File: src/rtl/pgdram_pkg.sv
`timescale 1ns/1ps
package pgdram_pkg;

    typedef enum logic [2:0] {
        PH_IDLE = 3'd0,   // row closed, precharging or waiting
        PH_ROW  = 3'd1,   // row strobe low, row address held
        PH_COLA = 3'd2,   // column address on bus, column strobe high
        PH_CAS  = 3'd3,   // column strobe low
        PH_OPEN = 3'd4    // row open, column strobe high
    } phase_e;

    function automatic int unsigned imax(input int unsigned a, input int unsigned b);
        return (a > b) ? a : b;
    endfunction

    function automatic int unsigned cnt_bits(input int unsigned v);
        return (v < 2) ? 1 : $clog2(v + 1);
    endfunction

endpackage

File: src/rtl/pgdram_dly.sv
`timescale 1ns/1ps
module pgdram_dly #(
    parameter int unsigned W       = 4,
    parameter int unsigned RST_VAL = 0
) (
    input  logic         clk,
    input  logic         rst,
    input  logic         ld,
    input  logic [W-1:0] ld_val,
    output logic         zero
);
    logic [W-1:0] cnt_q;

    always_ff @(posedge clk) begin
        if (rst)                cnt_q <= W'(RST_VAL);
        else if (ld)            cnt_q <= ld_val;
        else if (cnt_q != '0)   cnt_q <= cnt_q - 1'b1;
    end

    assign zero = (cnt_q == '0);
endmodule

File: src/rtl/pgdram_rasmon.sv
`timescale 1ns/1ps
module pgdram_rasmon
    import pgdram_pkg::*;
#(
    parameter int unsigned T_RAS_MAX = 40,
    parameter int unsigned LIMIT     = 36
) (
    input  logic clk,
    input  logic rst,
    input  logic row_open,
    output logic budget_ok
);
    localparam int unsigned W = cnt_bits(T_RAS_MAX);

    // cycles the row has already been open before the current one
    logic [W-1:0] open_q;

    always_ff @(posedge clk) begin
        if (rst || !row_open)               open_q <= '0;
        else if (open_q != W'(T_RAS_MAX))   open_q <= open_q + 1'b1;
    end

    assign budget_ok = (open_q < W'(LIMIT));
endmodule

File: src/rtl/pgdram_ctl.sv
`timescale 1ns/1ps
module pgdram_ctl
    import pgdram_pkg::*;
#(
    parameter int unsigned ROW_W = 10,
    parameter int unsigned COL_W = 10,
    parameter int unsigned DQ_W  = 4,
    parameter int unsigned T_RAH = 1,
    parameter int unsigned T_RCD = 3,
    parameter int unsigned T_CAS = 2,
    parameter int unsigned T_CP  = 1,
    parameter int unsigned T_RD  = 2,
    parameter int unsigned SW    = 2
) (
    input  logic                      clk,
    input  logic                      rst,
    input  logic                      req_valid,
    output logic                      req_ready,
    input  logic                      req_write,
    input  logic [ROW_W+COL_W-1:0]    req_addr,
    input  logic [DQ_W-1:0]           req_wdata,
    output logic                      done_valid,
    output logic [DQ_W-1:0]           done_rdata,
    input  logic                      ref_req,
    output logic                      ref_gnt,
    input  logic                      step_zero,
    input  logic                      rp_zero,
    input  logic                      budget_ok,
    output logic                      step_ld,
    output logic [SW-1:0]             step_val,
    output logic                      rp_ld,
    output logic                      row_open,
    output logic [imax(ROW_W,COL_W)-1:0] mem_addr,
    output logic                      mem_ras_n,
    output logic                      mem_cas_n,
    output logic                      mem_we_n,
    output logic                      mem_oe_n,
    output logic [DQ_W-1:0]           mem_dq_out,
    output logic                      mem_dq_oe,
    input  logic [DQ_W-1:0]           mem_dq_in
);
    localparam int unsigned MW         = imax(ROW_W, COL_W);
    localparam int unsigned CAS_LOW    = imax(T_CAS, T_RD);
    localparam int unsigned FIRST_COLA = (T_RCD > T_RAH) ? (T_RCD - T_RAH) : 1;

    typedef struct packed {
        logic             wr;
        logic [ROW_W-1:0] row;
        logic [COL_W-1:0] col;
        logic [DQ_W-1:0]  wdata;
    } acc_t;

    phase_e state_q, state_d;
    acc_t   cur_q;
    logic   gnt_q;
    logic   take;
    logic   row_hit;
    logic   done_q;
    logic [DQ_W-1:0] rdata_q;

    assign row_hit = (req_addr[ROW_W+COL_W-1 -: ROW_W] == cur_q.row);

    always_comb begin
        state_d   = state_q;
        step_ld   = 1'b0;
        step_val  = '0;
        rp_ld     = 1'b0;
        take      = 1'b0;
        req_ready = 1'b0;
        unique case (state_q)
            PH_IDLE: begin
                req_ready = rp_zero && !ref_req && !gnt_q;
                if (gnt_q && !ref_req) rp_ld = 1'b1;
                if (req_ready && req_valid) begin
                    take     = 1'b1;
                    state_d  = PH_ROW;
                    step_ld  = 1'b1;
                    step_val = SW'(T_RAH - 1);
                end
            end
            PH_ROW: if (step_zero) begin
                state_d  = PH_COLA;
                step_ld  = 1'b1;
                step_val = SW'(FIRST_COLA - 1);
            end
            PH_COLA: if (step_zero) begin
                state_d  = PH_CAS;
                step_ld  = 1'b1;
                step_val = SW'(CAS_LOW - 1);
            end
            PH_CAS: if (step_zero) begin
                state_d  = PH_OPEN;
                step_ld  = 1'b1;
                step_val = SW'(T_CP - 1);
            end
            PH_OPEN: begin
                req_ready = step_zero && !ref_req && budget_ok && row_hit;
                if (ref_req || !budget_ok) begin
                    state_d = PH_IDLE;
                    rp_ld   = 1'b1;
                end else if (step_zero && req_valid) begin
                    if (row_hit) begin
                        take     = 1'b1;
                        state_d  = PH_COLA;
                        step_ld  = 1'b1;
                        step_val = '0;
                    end else begin
                        state_d = PH_IDLE;
                        rp_ld   = 1'b1;
                    end
                end
            end
            default: state_d = PH_IDLE;
        endcase
    end

    always_ff @(posedge clk) begin
        if (rst) begin
            state_q <= PH_IDLE;
            cur_q   <= '0;
            gnt_q   <= 1'b0;
            done_q  <= 1'b0;
            rdata_q <= '0;
        end else begin
            state_q <= state_d;
            gnt_q   <= ref_gnt;
            if (take) begin
                cur_q.wr    <= req_write;
                cur_q.row   <= req_addr[ROW_W+COL_W-1 -: ROW_W];
                cur_q.col   <= req_addr[COL_W-1:0];
                cur_q.wdata <= req_wdata;
            end
            done_q <= (state_q == PH_CAS) && step_zero;
            if ((state_q == PH_CAS) && step_zero)
                rdata_q <= cur_q.wr ? '0 : mem_dq_in;
        end
    end

    // strobe and bus decode from the registered phase
    logic col_phase;
    assign col_phase  = (state_q == PH_COLA) || (state_q == PH_CAS);
    assign row_open   = (state_q != PH_IDLE);
    assign mem_ras_n  = !row_open;
    assign mem_cas_n  = (state_q != PH_CAS);
    assign mem_we_n   = !(col_phase && cur_q.wr);
    assign mem_dq_oe  = col_phase && cur_q.wr;
    assign mem_oe_n   = !((state_q == PH_CAS) && !cur_q.wr);
    assign mem_dq_out = cur_q.wdata;
    assign mem_addr   = (state_q == PH_ROW)  ? MW'(cur_q.row) :
                        (state_q == PH_IDLE) ? '0 : MW'(cur_q.col);
    assign ref_gnt    = (state_q == PH_IDLE) && rp_zero && ref_req;
    assign done_valid = done_q;
    assign done_rdata = rdata_q;
endmodule

File: src/rtl/pgdram_seq.sv
`timescale 1ns/1ps
module pgdram_seq
    import pgdram_pkg::*;
#(
    parameter int unsigned ROW_W     = 10,
    parameter int unsigned COL_W     = 10,
    parameter int unsigned DQ_W      = 4,
    parameter int unsigned T_RAH     = 1,
    parameter int unsigned T_RCD     = 3,
    parameter int unsigned T_CAS     = 2,
    parameter int unsigned T_CP      = 1,
    parameter int unsigned T_RP      = 3,
    parameter int unsigned T_RAS_MAX = 40,
    parameter int unsigned T_RD      = 2
) (
    input  logic                          clk,
    input  logic                          rst,
    input  logic                          req_valid,
    output logic                          req_ready,
    input  logic                          req_write,
    input  logic [ROW_W+COL_W-1:0]        req_addr,
    input  logic [DQ_W-1:0]               req_wdata,
    output logic                          done_valid,
    output logic [DQ_W-1:0]               done_rdata,
    input  logic                          ref_req,
    output logic                          ref_gnt,
    output logic [imax(ROW_W,COL_W)-1:0]  mem_addr,
    output logic                          mem_ras_n,
    output logic                          mem_cas_n,
    output logic                          mem_we_n,
    output logic                          mem_oe_n,
    output logic [DQ_W-1:0]               mem_dq_out,
    output logic                          mem_dq_oe,
    input  logic [DQ_W-1:0]               mem_dq_in
);
    localparam int unsigned CAS_LOW = imax(T_CAS, T_RD);
    localparam int unsigned SW      = cnt_bits(imax(imax(T_RAH, T_RCD), imax(CAS_LOW, T_CP)));
    localparam int unsigned PW      = cnt_bits(T_RP);
    // last open-row count at which one more page access still fits
    localparam int unsigned LIMIT   = T_RAS_MAX - 2 - CAS_LOW;

    logic          step_ld, step_zero;
    logic [SW-1:0] step_val;
    logic          rp_ld, rp_zero;
    logic          row_open, budget_ok;

    pgdram_dly #(.W(SW), .RST_VAL(0)) u_step (
        .clk(clk), .rst(rst), .ld(step_ld), .ld_val(step_val), .zero(step_zero)
    );

    pgdram_dly #(.W(PW), .RST_VAL(T_RP - 1)) u_prech (
        .clk(clk), .rst(rst), .ld(rp_ld), .ld_val(PW'(T_RP - 1)), .zero(rp_zero)
    );

    pgdram_rasmon #(.T_RAS_MAX(T_RAS_MAX), .LIMIT(LIMIT)) u_rasmon (
        .clk(clk), .rst(rst), .row_open(row_open), .budget_ok(budget_ok)
    );

    pgdram_ctl #(
        .ROW_W(ROW_W), .COL_W(COL_W), .DQ_W(DQ_W),
        .T_RAH(T_RAH), .T_RCD(T_RCD), .T_CAS(T_CAS), .T_CP(T_CP), .T_RD(T_RD),
        .SW(SW)
    ) u_ctl (
        .clk(clk), .rst(rst),
        .req_valid(req_valid), .req_ready(req_ready), .req_write(req_write),
        .req_addr(req_addr), .req_wdata(req_wdata),
        .done_valid(done_valid), .done_rdata(done_rdata),
        .ref_req(ref_req), .ref_gnt(ref_gnt),
        .step_zero(step_zero), .rp_zero(rp_zero), .budget_ok(budget_ok),
        .step_ld(step_ld), .step_val(step_val), .rp_ld(rp_ld), .row_open(row_open),
        .mem_addr(mem_addr), .mem_ras_n(mem_ras_n), .mem_cas_n(mem_cas_n),
        .mem_we_n(mem_we_n), .mem_oe_n(mem_oe_n),
        .mem_dq_out(mem_dq_out), .mem_dq_oe(mem_dq_oe), .mem_dq_in(mem_dq_in)
    );
endmodule

File: config.mk
export PLATFORM = sky130hd
export DESIGN_NAME = pgdram_seq
export DESIGN_NICKNAME = d
export VERILOG_FILES = /design/src/rtl/pgdram_pkg.sv /design/src/rtl/pgdram_dly.sv /design/src/rtl/pgdram_rasmon.sv /design/src/rtl/pgdram_ctl.sv /design/src/rtl/pgdram_seq.sv
export SDC_FILE = /design/constraint.sdc
export NUM_CORES = 1
export LEC_CHECK = 0
export BUFFER_PORTS_ARGS = -buffer_cell sky130_fd_sc_hd__buf_2
export CAP_MARGIN = 15
export CELL_PAD_IN_SITES_DETAIL_PLACEMENT = 1
export CELL_PAD_IN_SITES_GLOBAL_PLACEMENT = 1
export CORE_ASPECT_RATIO = 0.9
export CORE_MARGIN = 4
export CORE_UTILIZATION = 35
export DETAILED_ROUTE_END_ITERATION = 16
export PLACE_DENSITY = 0.69
export SLEW_MARGIN = 5
export SYNTH_ARGS = -nofsm -noshare
export SYNTH_HDL_FRONTEND = slang
export SYNTH_SLANG_ARGS = --single-unit
File: constraint.sdc
create_clock -name clk -period 2.2 [get_ports clk]
set_clock_uncertainty 0.2 [all_clocks]
set_input_delay 0.33 -clock clk [delete_from_list [all_inputs] [get_ports clk]]
set_output_delay 0.33 -clock clk [all_outputs]
set_load 0.01 [all_outputs]
After elaboration in Yosys (flattened, before gate mapping)
Cells that the tools add are included.
{ "word_totals": {"reg_bits": 44, "latchBits": 0, "ramBits": 0, "romBits": 0, "in_bits": 33, "output_inout_bits": 26, "elab_cells": 89, "n_memories": 0} }
{ "classes": {"addsub": 3, "multipliers": 0, "div": 0, "order_cmp": 1, "n_eq_ne": 12, "shift": 0, "n_mux": 28, "n_bitwise": 0, "n_reduce_logical": 34} }
{ "ops": {"columns": ["op", "n"], "rows": [
  ["$mux W10", 2],
  ["$mux W3", 6],
  ["$pmux W3 S5", 1],
  ["$logic_and A1 B1 Y1", 13],
  ["$eq A10 B10 Y1", 1],
  ["$mux W1", 10],
  ["$mux W2", 4],
  ["$ne A2 B1 Y1 const B", 4],
  ["$logic_not A1 Y1", 7],
  ["$add A6 B1 Y6 const B", 1],
  ["$eq A3 B2 Y1 const B", 2],
  ["$lt A6 B6 Y1 const B", 1],
  ["$ne A6 B6 Y1 const B", 1],
  ["$pmux W1 S2", 3],
  ["$reduce_bool A2 Y1", 3],
  ["$reduce_and A5 Y1", 1],
  ["$logic_not A2 Y1", 2],
  ["$mux W4", 1],
  ["$reduce_or A2 Y1", 2],
  ["$sub A2 B1 Y2 const B", 2],
  ["$eq A3 B1 Y1 const B", 1],
  ["$eq A3 B3 Y1 const B", 1],
  ["$logic_not A3 Y1", 1],
  ["$logic_or A1 B1 Y1", 3],
  ["5 further kinds", 5]
]} }

Depth between registers and ports, before layout
Gate-level depths: netlist (run 1).
{ "logic_depth": {"depth_word": 7, "ltp_mapped": 8, "depth_no_buf": 7} }

Hierarchy
Synthesis (run 1) repeated with hierarchy kept, for this count alone.
{ "hier_totals": {"hier_cells": 291, "area_unflattened_um2": 2332.2} }
{ "modules_own_cells": {"columns": ["module", "instances", "cells_per_inst", "area_each_um2", "seq_area_each_um2"], "rows": [
  ["pgdram_ctl", 1, 234, 1790.5, 680.7],
  ["pgdram_rasmon", 1, 31, 296.5, 120.1],
  ["pgdram_dly (u_step)", 1, 12, 121.4, 40.0],
  ["pgdram_dly (u_prech)", 1, 12, 116.4, 40.0],
  ["pgdram_seq", 1, 2, 7.5, 0.0]
]} }

Worst setup path after synthesis (run 1)
Ideal clock, no wire load.
{ "synth_timing": {"path_kind": "register to output", "start": "reg u_rasmon.open_q[2]", "end": "out req_ready", "arrival_ns": 1.488, "required_time_ns": 1.670, "setup_slack_ns": 0.182, "stages_incl_launch_ff": 6, "n_path_buf": 1, "cell_sequence": "dfxtp_1 > o31a_1 > nor4bb_4 > and4bb_1 > buf_4 > o21a_1"} }
{ "synth_between": {"elab_chain_len": 4} }
{ "synth_rtl": {"columns": ["element", "line", "rtl"], "rows": [
  ["start: declaration", "pgdram_rasmon.sv:16", "logic [W-1:0] open_q;"],
  ["start signal: assignment", "pgdram_rasmon.sv:20", "else if (open_q != W'(T_RAS_MAX)) open_q <= open_q + 1'b1;"],
  ["$lt A6 B6 Y1", "pgdram_rasmon.sv:23", "assign budget_ok = (open_q < W'(LIMIT));"],
  ["$logic_and A1 B1 Y1 (2 in series)", "pgdram_ctl.sv:97", "req_ready = step_zero && !ref_req && budget_ok && row_hit;"],
  ["$pmux W1 S2", "pgdram_ctl.sv:70", "unique case (state_q)"],
  ["end: declaration", "pgdram_seq.sv:19", "output logic req_ready,"]
]} }
No other way between the ends.

Worst setup path after layout (run 1)
Same ends and word-level chain as after synthesis.

==> impl_metrics.py, run 1 <==
metrics = {
    "run_status": {
        "status": "complete, but fails checks",
        "violations": "setup timing",
    },
    "detailed_routing": {
        "drtPass1Iterations": 6,
        "postRouteAntennaNets": 0,
        "vias": 2792,
        "post-route-drc-count": 0,
        "drtIter0Drc": 153,
        "wl_um": 8468,
        "wl_per_cell_um": 16.94,
        "via_per_inst": 5.584,
    },
    "yosys": {
        "synthCells": 352,
        "yosys.area_share.simple": 0.2834,
        "synth_compound_area_frac": 0.2352,
        "synthTopCellsByCount": "80 x nand2_1, 44 x dfxtp_1, 29 x nor3b_1",
        "ys_async_sr_fraction": 0,
        "syn_area_per_cell_um2": 7.827,
        "synth.distinct_cells": 45,
        "synth_area_mm2": 0.002755,
        "synth_edf_count": 0,
        "ys_ff_latch": 44,
        "yosysTopAreaCellShare": 0.3197,
        "synth_xor_area_frac": 0.05086,
        "synthAdderAreaFrac": 0.01817,
        "synth_warnings": 0,
        "yosys.area.top_type": "dfxtp_1",
        "synth_top_family_by_area": "simple AND/OR/NAND/NOR gates",
        "synth.area.top_cells": "dfxtp_1 32%, nand2_1 11%, a32oi_1 7.9%, o311ai_1 7.9%, nor3b_1 7.9%",
        "yosysMostFrequentCell": "nand2_1",
        "syn-num-nets": 389,
        "muxShareOfSynthArea": 0.007720,
        "synthFlopType": "dfxtp_1",
        "ys_seq_area_frac": 0.3197,
    },
    "grt": {
        "grt_pass1_wl_um": 13420,
        "grt_pass1_vias": 2838,
        "antenna_found_initial": 0,
        "grtUsageMet3": 0.03194,
        "grt_use_met1": 0.2316,
        "grt_use_total": 0.1737,
        "grt_util_met2": 0.2876,
        "overflow": 0,
        "grt_max_degree": 53,
        "busiest_layer": "met2",
    },
    "layout": {
        "fin_area_mm2": 0.003353,
        "diodes": 0,
        "syn_to_final_growth_pct": 21.71,
        "nNetsFinal": 441,
        "layout-drive-gt1-share": 0.2500,
    },
    "worst_setup_path": {
        "r2r_end": "u_ctl.cur_q[21]$_SDFFE_PP0P_",
        "arrival_ps": 1800,
        "critPathMaxStageDelay_ps": 340,
        "reg2reg_depth": 8,
        "worst-path-buf-inv": 1,
        "critPathTopFamily": "simple AND/OR/NAND/NOR gates",
        "worstPathCellList": "o31a_1, nor4bb_4, and4bb_2, o21a_1, buf_2",
        "r2r_slack_ps": 80,
        "endpoint_kind": "output pin",
        "critPathLaunchType": "flip-flop",
        "cp_slowest_cell": "o31a_1",
        "critPathKind": "flip-flop to output pin",
        "crit_required_ps": 1670,
        "cp_max_fo": 2,
        "r2r-start": "u_rasmon.open_q[2]$_SDFFE_PP0P_",
    },
    "clock_network": {
        "insertion_delay_ps": 290,
        "clkTransAtPathRegs_ps": 80,
        "htree_num_levels": 2,
        "cts-root-buf": "clkbuf_8",
        "clock_sinks": 44,
        "numCtsBuffers": 5,
        "cts_tree": "built",
        "cts.path.max_buffers": 2,
    },
    "min_path": {
        "hold-path-cell-count": 2,
        "min_from": "req_valid",
        "hold_path_end": "u_step.cnt_q[1]$_SDFFE_PP0P_",
        "hold_class": "primary input to flip-flop",
    },
    "timing": {
        "relSlewSlack": 0.6419,
        "finalCritPeriodShare": 1.060,
        "tns_ps": -132.4,
        "min_period_ps": 2332,
        "layout_setup_ws_ps": -132.4,
        "fmax_ghz": 0.4287,
        "worst_slew_pin_slew_ps": 537.2,
        "setup_violations": 1,
        "drv_slew": 0,
        "rsz0062_at_grt": "yes",
        "finalHoldViolations": 0,
    },
    "floorplan": {
        "initial_utilization": 0.3616,
        "num_rows": 30,
        "ioPinCount": 59,
        "die_area_mm2": 0.009357,
        "core_area_mm2": 0.007620,
        "die_y_um": 92.17,
        "dieWidth_um": 101.5,
    },
    "placement": {
        "place.port_buffers": 58,
        "place_congestion": 0.7446,
        "pre_cts_ws_ps": 77.93,
        "place_hpwl_um": 5462,
        "dpl_cell_area_mm2": 0.003134,
    },
    "power": {
        "total_power_mw": 2.458,
        "p_per_area_mw_per_mm2": 732.9,
        "vdd_drop_max_mv": 0.2968,
        "p_leak_nw": 1.223,
    },
    "flow_run": {
        "drv_cap": 0,
    },
}
area by class of cell:
type | count | area [um2]
clock inverters | 1 | 5.005
inverters | 9 | 33.78
fillers | 963 | 4267
repair buffers | 83 | 579.3
multi-input cells | 261 | 1659
clock buffers | 6 | 72.57
well taps | 96 | 120.1
flip-flops and latches | 44 | 883.3
layer usage:
metal / up-vias / wire, um
met1: 1360 / 4176
met5: - / 0
met3: 4 / 274
li1: 1382 / -
met4: 0 / 58
met2: 46 / 3959
per-stage QoR:
step	util	cells	hold slack (ps)
final	0.4401	500	100.4
after floorplan	-	352	223.1
after global routing	0.4401	500	87.57
after CTS	0.4258	494	86.92
after global placement	0.4113	483	269.4
after detailed placement	0.4113	483	279.8
timing repair:
| item | CTS | global route |
|---|---|---|
| setup endpoints to repair | 3 | 16 |
| resized for setup | 2 | 4 |
| cloned | 0 | 3 |
| hold buffers | 0 | 0 |
| buffers inserted | 4 | 4 |
| pin swaps | 3 | 3 |
cells by family after synthesis:
group           count (synthesis)
simple gates                  154
buf+inv                        47
flops                          44
compound gates                 85
xor+xnor                       16
mux                             2
fa+ha+maj                       4
power by group:
part	internal, mW	total, mW	switching (mW)
Clock	0.217	0.493	0.276
Sequential	0.917	1.02	0.106
Combinational	0.391	0.942	0.552
Total	1.52	2.46	0.933
cells in the final DEF, fill, tap and decap left out, types with 2 or more instances in the layout:
cell type,count
a21oi_1,11
a32oi_1,25
and3_1,3
buf_12,5
buf_2,58
buf_4,17
clkbuf_16,2
clkbuf_8,5
dfxtp_1,42
dfxtp_2,2
ha_1,4
inv_1,8
nand2_1,80
nand3_1,5
nand4_1,4
nor2_1,19
nor3b_1,29
o211ai_1,2
o21a_1,3
o21ai_0,11
o311ai_1,24
xnor2_1,13
xor2_1,3
worst max path at each step:
stage	from	to	cells after the start
4_1_cts	u_rasmon.open_q[3]$_SDFFE_PP0P_	req_ready	5
5_1_grt	u_rasmon.open_q[2]$_SDFFE_PP0P_	req_ready	5
2_1_floorplan	u_rasmon.open_q[2]$_SDFFE_PP0P_	req_ready	5
6_report	u_rasmon.open_q[2]$_SDFFE_PP0P_	req_ready	5
3_3_place_gp	u_rasmon.open_q[2]$_SDFFE_PP0P_	u_ctl.cur_q[15]$_SDFFE_PP0P_	6
3_5_place_dp	u_rasmon.open_q[2]$_SDFFE_PP0P_	u_ctl.cur_q[20]$_SDFFE_PP0P_	7
flip-flops by register name (all words and copies together) (netlist names):
signal	flops
u_ctl.done_valid	1
u_ctl.state_q	3
u_ctl.cur_q	21
u_ctl.gnt_q	1
u_ctl.done_rdata	4
u_step.cnt_q	2
u_ctl.mem_dq_out	4
u_rasmon.open_q	6
u_prech.cnt_q	2
No activity file was read; power rests on OpenSTA's default activity.
==> run 2, diff against run 1 <==
Settings changed: CORE_ASPECT_RATIO 0.9 to 1.75.
Clock period 2.2 ns to 2.71 ns, I/O delays scaled along.
==> run 2 against run 1 <==
Compared with the run above:
- the run now ends clean
- critical path type unchanged
- worst setup slack better by 300 ps
- sequential power is 19% lower
- cell count decreased by 4.6%
- die area up 0.58%
==> impl_metrics.py, run 2 (synthesis results as in run 1) <==
metrics = {
    "grt": {
        "grt_pass1_wl_um": 13060,
        "grt_pass1_vias": 2684,
        "grt_use_total": 0.1741,
        "antenna_found_initial": 0,
        "grt_max_degree": 53,
        "overflow": 0,
    },
    "clock_network": {
        "cts_tree": "built",
        "insertion_delay_ps": 290,
        "clkTransAtPathRegs_ps": 70,
        "cts.path.max_buffers": 2,
        "numCtsBuffers": 5,
        "cts-root-buf": "clkbuf_16",
        "cts_hold_buf": 0,
        "clock_sinks": 44,
        "htree_num_levels": 2,
        "ctsResizeCount": 0,
        "postCtsSetupRepairBufs": 0,
    },
    "min_path": {
        "hold_path_end": "u_step.cnt_q[1]$_SDFFE_PP0P_",
        "hold_class": "primary input to flip-flop",
        "min_from": "req_valid",
        "hold-path-cell-count": 2,
    },
    "detailed_routing": {
        "route.met3.wl_um": 211,
        "drtIter0Drc": 130,
        "top_layer": "met4",
        "vias": 2693,
        "wl_per_cell_um": 16.70,
        "drtPass1Iterations": 4,
        "route.met2.wl_um": 4151,
        "wl_um": 7964,
        "postRouteAntennaNets": 0,
        "wl_met1_um": 3525,
        "post-route-drc-count": 0,
        "via_per_inst": 5.646,
    },
    "timing": {
        "fmax_ghz": 0.3934,
        "worst_slew_pin_slew_ps": 547.8,
        "layout_setup_ws_ps": 168.3,
        "min_period_ps": 2542,
        "finalHoldViolations": 0,
        "drv_slew": 0,
        "finalCritPeriodShare": 0.9379,
        "setup_violations": 0,
        "tns_ps": 0,
        "relSlewSlack": 0.6348,
        "timing.hold.ws_ps": 189.5,
        "rsz0062_at_grt": "no",
    },
    "layout": {
        "final_common_cell": "nand2_1",
        "diodes": 0,
        "top_regs": "u_ctl.cur_q: 21 flops, u_rasmon.open_q: 6 flops",
        "layout-drive-gt1-share": 0.2108,
        "largest_reg_flops": 21,
        "syn_to_final_growth_pct": 16.71,
        "final_cell_mix": "80 x nand2_1, 58 x buf_2, 44 x dfxtp_1, 29 x nor3b_1",
        "regMostFlops": "u_ctl.cur_q",
        "nNetsFinal": 425,
        "final_core_util": 0.4220,
    },
    "power": {
        "p_per_area_mw_per_mm2": 690.3,
        "total_power_mw": 2.220,
        "p_switching_uw": 789.6,
        "pwr-share-comb": 0.345,
        "power.internal_mw": 1.430,
        "power_frac_clock": 0.281,
        "seq_power_share": 0.374,
        "sw_frac_of_total": 0.3557,
        "vdd_drop_max_mv": 0.3503,
        "p_leak_nw": 1.153,
    },
    "worst_setup_path": {
        "critPathKind": "flip-flop to output pin",
        "endpoint_kind": "output pin",
        "worstPathCellList": "o31a_1, nor4bb_4, and4bb_1, o21a_1, buf_2",
        "critPathMaxStageDelay_ps": 370,
        "arrival_ps": 1940,
        "r2r_end": "u_step.cnt_q[0]$_SDFFE_PP0P_",
        "cp_slowest_cell": "o31a_1",
        "cp_max_fo": 5,
        "r2r-start": "u_rasmon.open_q[2]$_SDFFE_PP0P_",
        "crit_required_ps": 2100,
        "r2r_slack_ps": 560,
        "reg2reg_depth": 6,
        "critPathLaunchType": "flip-flop",
    },
    "placement": {
        "place.port_buffers": 58,
        "place_congestion": 0.7394,
        "place_hpwl_um": 5496,
        "pre_cts_ws_ps": 473.8,
    },
    "floorplan": {
        "initial_utilization": 0.3616,
        "num_rows": 42,
        "core_area_mm2": 0.007620,
        "die_y_um": 125.4,
        "die_area_mm2": 0.009412,
        "dieWidth_um": 75.07,
        "ioPinCount": 59,
    },
    "run_status": {
        "status": "completed",
    },
    "flow_run": {
        "drv_cap": 0,
    },
}
[run 2: changes by cell type in the layout (fill, tap and decap cells not counted), sizes merged]
cell | previous run | this run
clkinv | 2 | 3
buf | 81 | 67
clkbuf | 8 | 6
[run 2: area by class of cell]
class / instances / area [um2]
fill: 953 / 4404
multi-input combinational: 261 / 1647
sequential: 44 / 880.8
timing repair buffer: 67 / 395.4
clock buffer: 6 / 138.9
tap: 88 / 110.1
inverter: 9 / 33.78
clock inverter: 2 / 10.01
[run 2: worst max-delay path by stage]
| stage | from | end | depth (start not counted) | slack (ps) |
|---|---|---|---|---|
| after floorplan | u_rasmon.open_q[2]$_SDFFE_PP0P_ | req_ready | 5 | 620 |
| after global placement | u_rasmon.open_q[2]$_SDFFE_PP0P_ | req_ready | 5 | 500 |
| after detailed placement | u_rasmon.open_q[2]$_SDFFE_PP0P_ | req_ready | 5 | 470 |
| after CTS | u_rasmon.open_q[2]$_SDFFE_PP0P_ | req_ready | 5 | 150 |
| after global routing | u_rasmon.open_q[2]$_SDFFE_PP0P_ | req_ready | 5 | 50 |
| final | u_rasmon.open_q[2]$_SDFFE_PP0P_ | req_ready | 5 | 170 |
[run 2: power by group through the flow]
stage | sequential, mW | combinational (mW) | clock, mW
after global placement | 0.841 | 0.746 | 0
after detailed placement | 0.844 | 0.771 | 0
after floorplan | 0.815 | 0.557 | 0
after global routing | 0.846 | 0.854 | 0.666
final | 0.831 | 0.766 | 0.623
after CTS | 0.831 | 0.776 | 0.642
[run 2: metrics by stage]
stage               instances  instance area [um2]
detailed placement        469                 3067
floorplan                 352                 2755
global route              477                 3216
CTS                       477                 3216
global placement          469                 3067
finish                    477                 3216
[run 2: worst max-delay path, delay by kind of cell (launching register included)]
family                 cells  cell delay, ps
AND/OR/NAND/NOR            2             630
AO/OA/AOI/OAI              2             530
buffers and inverters      1             140
flip-flops                 1             350
[run 2: metal layers]
layer	up-vias	track usage
met5	-	0
met4	0	0.03774
met3	5	0.02892
met2	40	0.3022
met1	1298	0.2194
li1	1350	-
